**config.mk**
```make
export PLATFORM = sky130hd
export DESIGN_NAME = mailbox_irq
export DESIGN_NICKNAME = d
export VERILOG_FILES = /design/src/rtl/mailbox_irq_pkg.sv /design/src/rtl/mailbox_port_decode.sv /design/src/rtl/mailbox_irq_flag.sv /design/src/rtl/mailbox_irq.sv
export SDC_FILE = /design/constraint.sdc
export NUM_CORES = 1
export LEC_CHECK = 0
export ABC_CLOCK_PERIOD_IN_PS = 1100
export BUFFER_PORTS_ARGS = -buffer_cell sky130_fd_sc_hd__buf_2
export CELL_PAD_IN_SITES_DETAIL_PLACEMENT = 0
export CELL_PAD_IN_SITES_GLOBAL_PLACEMENT = 2
export CORE_MARGIN = 2
export CORE_UTILIZATION = 10
export CTS_CLUSTER_SIZE = 30
export DETAILED_ROUTE_END_ITERATION = 16
export GPL_ROUTABILITY_DRIVEN = 0
export PLACE_DENSITY = 0.89
export SLEW_MARGIN = 20
export SYNTH_ARGS = -nofsm -noshare
export SYNTH_HDL_FRONTEND = slang
export SYNTH_SLANG_ARGS = --single-unit
```
**constraint.sdc**
```tcl
create_clock -name clk -period 1.1 [get_ports clk]
set_input_delay 0.11 -clock clk [delete_from_list [all_inputs] [get_ports clk]]
set_output_delay 0.11 -clock clk [all_outputs]
set_load 0.01 [all_outputs]
```
**src/rtl/mailbox_irq_pkg.sv**
```systemverilog
package mailbox_irq_pkg;

  // Decoded, active-high view of one port's control pins.
  typedef struct packed {
    logic sel;
    logic we;
    logic oe;
  } port_ctl_t;

  function automatic port_ctl_t ctl_from_pins(input logic sel_n,
                                              input logic we_n,
                                              input logic oe_n);
    port_ctl_t c;
    c.sel = ~sel_n;
    c.we  = ~we_n;
    c.oe  = ~oe_n;
    return c;
  endfunction

  // A write needs select and strobe; output enable is irrelevant.
  function automatic logic is_write(input port_ctl_t c);
    return c.sel & c.we;
  endfunction

  // A clearing read needs select and output enable; strobe is irrelevant.
  function automatic logic is_read(input port_ctl_t c);
    return c.sel & c.oe;
  endfunction

endpackage

```
**src/rtl/mailbox_port_decode.sv**
```systemverilog
module mailbox_port_decode
  import mailbox_irq_pkg::*;
#(
  parameter int unsigned ADDR_W   = 12,
  parameter logic [ADDR_W-1:0] PEER_BOX = '1,
  parameter logic [ADDR_W-1:0] OWN_BOX  = '1
) (
  input  logic              sel_n,
  input  logic              we_n,
  input  logic              oe_n,
  input  logic [ADDR_W-1:0] addr,
  output logic              set_peer,
  output logic              clr_own
);

  port_ctl_t ctl;

  always_comb begin
    ctl      = ctl_from_pins(sel_n, we_n, oe_n);
    set_peer = is_write(ctl) && (addr == PEER_BOX);
    clr_own  = is_read(ctl)  && (addr == OWN_BOX);
  end

endmodule

```
**src/rtl/mailbox_irq_flag.sv**
```systemverilog
module mailbox_irq_flag (
  input  logic clk,
  input  logic rst,
  input  logic func_en,
  input  logic set_req,
  input  logic clr_req,
  output logic irq_n
);

  // Set wins over clear; disable forces the inactive level.
  always_ff @(posedge clk) begin
    if (rst || !func_en) begin
      irq_n <= 1'b1;
    end else if (set_req) begin
      irq_n <= 1'b0;
    end else if (clr_req) begin
      irq_n <= 1'b1;
    end
  end

endmodule

```
**src/rtl/mailbox_irq.sv**
```systemverilog
module mailbox_irq #(
  parameter int unsigned ADDR_W = 12
) (
  input  logic              clk,
  input  logic              rst,
  input  logic              func_en,
  input  logic              l_sel_n,
  input  logic              l_we_n,
  input  logic              l_oe_n,
  input  logic [ADDR_W-1:0] l_addr,
  input  logic              r_sel_n,
  input  logic              r_we_n,
  input  logic              r_oe_n,
  input  logic [ADDR_W-1:0] r_addr,
  output logic              l_irq_n,
  output logic              r_irq_n
);

  localparam int unsigned NPORT = 2;
  localparam logic [ADDR_W-1:0] TOP_WORD = '1;
  localparam logic [ADDR_W-1:0] L_BOX    = TOP_WORD - 1'b1;
  localparam logic [ADDR_W-1:0] R_BOX    = TOP_WORD;

  // Index 0 is the left port, index 1 is the right port.
  logic              sel_n_v [NPORT];
  logic              we_n_v  [NPORT];
  logic              oe_n_v  [NPORT];
  logic [ADDR_W-1:0] addr_v  [NPORT];
  logic              set_v   [NPORT];
  logic              clr_v   [NPORT];
  logic              irq_v   [NPORT];

  always_comb begin
    sel_n_v[0] = l_sel_n;  sel_n_v[1] = r_sel_n;
    we_n_v[0]  = l_we_n;   we_n_v[1]  = r_we_n;
    oe_n_v[0]  = l_oe_n;   oe_n_v[1]  = r_oe_n;
    addr_v[0]  = l_addr;   addr_v[1]  = r_addr;
  end

  for (genvar p = 0; p < NPORT; p++) begin : g_port
    localparam logic [ADDR_W-1:0] OWN  = (p == 0) ? L_BOX : R_BOX;
    localparam logic [ADDR_W-1:0] PEER = (p == 0) ? R_BOX : L_BOX;

    mailbox_port_decode #(
      .ADDR_W   (ADDR_W),
      .PEER_BOX (PEER),
      .OWN_BOX  (OWN)
    ) u_dec (
      .sel_n    (sel_n_v[p]),
      .we_n     (we_n_v[p]),
      .oe_n     (oe_n_v[p]),
      .addr     (addr_v[p]),
      .set_peer (set_v[p]),
      .clr_own  (clr_v[p])
    );

    // A port's flag is set by the opposite port's write.
    mailbox_irq_flag u_flag (
      .clk     (clk),
      .rst     (rst),
      .func_en (func_en),
      .set_req (set_v[NPORT-1-p]),
      .clr_req (clr_v[p]),
      .irq_n   (irq_v[p])
    );
  end

  assign l_irq_n = irq_v[0];
  assign r_irq_n = irq_v[1];

endmodule

```
# Word level (Yosys, flattened, before mapping)

Cells that the tools add are included.

Output and inout port bits: 2
Word-level logic and storage cells: 28
Register bits: 2
Input port bits: 33

Eq/ne operators: 4
Mux-type cells: 4
Reductions and logical operators: 8
Bitwise gates (word level): 10

Operator list:

| cell                                        | count |
|---|---|
| 12-bit equality test, second input constant | 4 |
| 1-bit inverter                              | 6 |
| 1-bit AND                                   | 4 |
| 1-bit logical AND                           | 4 |
| 1-bit 2-to-1 mux                            | 4 |
| 2-bit nonzero test                          | 2 |
| 1-bit logical NOT                           | 1 |
| 1-bit logical OR                            | 1 |

# Logic depth before layout (Yosys ltp)

Depth after elaboration: 5
Gate-level depth with buffers: 3
Mapped depth without buffers: 3

# Cells and area by module

Synthesis repeated with hierarchy kept, for this count alone.

Cell total of the unflattened synthesis: 22
Area total of the unflattened synthesis: 242.7 um2

Modules (own cells, without submodules):

| module              | cells each | area an instance (um2) | times used | sequential area each (um2) |
|---|---|---|---|---|
| mailbox_port_decode | 7          | 80.1                   | 2          | 0.0 |
| mailbox_irq_flag    | 4          | 41.3                   | 2          | 20.0 |

# Worst setup path after synthesis

Ideal clock, no wire load.

Kind: input to register
From: input port r_sel_n
To: register g_port[1].u_flag.irq_n
Stages: 3
Path buffers: 0
Setup slack: 0.123 ns
Data required time: 1.030 ns
Arrival: 0.907 ns
Library setup time: 0.070 ns
Path through: nand4b_1 -> or4_1 -> a21oi_1

Cells in the longest elaborated chain, start to end: 4

Ends and longest elaborated chain:

| element                             | RTL line                  | source |
|---|---|---|
| start: declaration                  | mailbox_irq.sv:11         | `input logic r_sel_n,` |
| 1-bit inverter                      | mailbox_irq_pkg.sv:14     | `c.sel = ~sel_n;` |
| 1-bit AND                           | mailbox_irq_pkg.sv:27     | `return c.sel & c.oe;` |
| 1-bit logical AND                   | mailbox_port_decode.sv:21 | `clr_own = is_read(ctl) && (addr == OWN_BOX);` |
| 2-bit nonzero test (no source line) | --                        |  |
| end signal: assignment              | mailbox_irq_flag.sv:13    | `irq_n <= 1'b1;` |
| end signal: assignment              | mailbox_irq_flag.sv:15    | `irq_n <= 1'b0;` |
| end signal: assignment              | mailbox_irq_flag.sv:17    | `irq_n <= 1'b1;` |
| end: declaration                    | mailbox_irq_flag.sv:7     | `output logic irq_n` |

Every way passes these cells.
A chain may end at the register's enable or synchronous reset.

# Final worst setup path

Same ends and word-level chain as after synthesis.

==> out/metrics.yaml <==
fmax_mhz: 1100
rsz0062_at_grt: "false"
top_layer_used: "met4"
via_per_inst: 4.42
synth_edf_count: 0
finalSetupViolCount: 0
synth.area.top_cells: "dfxtp_1, nand4_1, or4b_1"
vias: 336
stdcell_area_sq_um: 394
dp.cells: 73
top_register: "g_port.u_flag.irq_n"
ir_drop_uv: 185
postSynthCellCount: 21
drtIter0Drc: 0
diodes: 0
synthMostInstantiatedCell: "nand4_1"
fin_crit_sh_pct: 82.5
ys_ff_latch: 2
dr_wl_met3_um: 80
fp.dieW_um: 45.6
muxShareOfSynthArea_pct: 0
hold_path_class: "in2reg"
p_per_area_nw_per_um2: 789
die_h_um: 45.6
netlist_area_sq_um: 173
final_core_util_pct: 23.6
async_flop_share_pct: 0
max_stage_delay_ns: 0.54
reg.largest.list: "g_port.u_flag.irq_n: 2 flops"
yosys.area_share.simple_pct: 71.0
p_leak_nw: 0.187
multi_input_area_sq_um: 133
ys_warn_count: 0
ant_nets: 0
crit_slowest_cell: "or4_1"
drv_cap: 0
seq_area_sq_um: 40.0
post_cts_resized: 0
synth_seq_area_share_pct: 23.2
start_util_pct: 10.3
postCtsHoldBufs: 0
fin_nets: 94
row_count: 15
cts.htree.levels: 1
worst_slew_pin_slew_ns: 0.266
clk_pin_slew_ns: 0.03
yosysTopAreaCell: "dfxtp_1"
synth-compound-area-share_pct: 5.80
synth.top_cell.area_share_pct: 23.2
hold_viol: 0
start_kind: "input port"
crit_chain: "buf_2 > nand4b_1 > or4_1 > a21oi_1"
status: "finished, final reports clean"
wl_met1_um: 295
crit_path_end_kind: "register"
grt-ovfl-total: 0
clock_latency_ns: 0.22
yosysUniqueCellTypes: 11
grt_pass1_wl_um: 1200
dp_hpwl_um: 715
grt_start_max_net_pins: 4
netlist_top_cells_count: "nand4_1, nor2_1"
fin_crit_ns: 0.908
hold-worst-slack_ns: 0.228
synth_xor_area_share_pct: 0
core_sq_um: 1670
cts_tree: "done"
syn_nets: 54
clkSinkCount: 2
max_slew_margin_pct: 82.1
cts_inserted_buffers: 3
avgSynthCellArea_sq_um: 8.22
postCtsSetupRepairBufs: 0
totalWireLength_um: 766
dr_wl_met2_um: 365
first_pass_iters: 1
postPlaceCellArea_sq_um: 372
layout-drive-gt1-share_pct: 66.1
grt_antenna_before_repair: 0
finClkSkew_ns: 0
io_pins: 35
track_usage_pct: 8.35
avgRoutedWirePerCell_um: 10.1
cp.arrival_ns: 1.07
drv_slew: 0
synthFlopType: "dfxtp_1"
crit_required_ns: 1.26
cts_buffer_depth: 2
largest_reg_flops: 2
path_class: "in2reg"
path_max_fanout: 2
cts_root_buffer: "clkbuf_4"
grt_pass1_vias: 328
drc: 0
syn2layout_area_growth_pct: 128
portBuffers: 34
fillers: 187
yosys.area_share.adder_pct: 0
synth_top_family_by_area: "simple AND/OR/NAND/NOR gates"
final_cell_count_no_fill: 76
die-area_sq_um: 2080
[worst paths after layout]
kind / from / to / slack [ns] / depth (start not counted)
min: r_we_n / g_port[0].u_flag.irq_n$_SDFFE_PP1P_ / 0.23 / 4
min reg2reg: g_port[1].u_flag.irq_n$_SDFFE_PP1P_ / g_port[1].u_flag.irq_n$_SDFFE_PP1P_ / 0.50 / 2
max reg2reg: g_port[0].u_flag.irq_n$_SDFFE_PP1P_ / g_port[0].u_flag.irq_n$_SDFFE_PP1P_ / 0.52 / 2
max: r_sel_n / g_port[1].u_flag.irq_n$_SDFFE_PP1P_ / 0.19 / 4
[stage by stage]
stage               worst slack (ns)  setup TNS [ns]  power (mW)
global route                   0.140               0       0.334
finish                         0.192               0       0.311
CTS                            0.185               0       0.323
global placement             -0.0459         -0.0840       0.148
floorplan                      0.123               0      0.0880
detailed placement           -0.0498         -0.0970       0.150
[cells in the final DEF (no fill, tap or decap), drive strengths merged]
master,instances
or2b,1
or4b,2
clkbuf,3
nand4bb,1
a21oi,2
nand4b,2
buf,35
nor4,2
or4,1
dfxtp,2
nor2,3
nand2b,1
nand4,4
[power breakdown]
| part | internal (mW) | total [mW] | switching, mW |
|---|---|---|---|
| Combinational | 0.0516 | 0.0741 | 0.0225 |
| Sequential | 0.0731 | 0.0731 | 0.00000133 |
| Clock | 0.120 | 0.164 | 0.0434 |
| Total | 0.245 | 0.311 | 0.0659 |
[metal layers]
metal  vias to the layer above  GRT usage (%)
met4                         0           10.6
met1                       144           8.77
met3                         2              0
met2                        23           13.5
met5                         -              0
li1                        167              -
[layout make-up]
class / count / share of cell area (%)
clock buffers: 3 / 5.71
well taps: 17 / 5.40
flip-flops and latches: 2 / 10.2
multi-input cells: 19 / 33.7
repair buffers: 35 / 45.1
[critical path, delay by kind of cell]
kind                   cells  cell delay (ns)
AO/OA/AOI/OAI              1             0.14
buffers and inverters      1             0.09
AND/OR/NAND/NOR            2             0.72
[cell families after synthesis]
| group | count (synthesis) |
|---|---|
| flops | 2 |
| simple gates | 17 |
| compound gates | 2 |
Note: power is estimated with default switching activity, not from simulation.
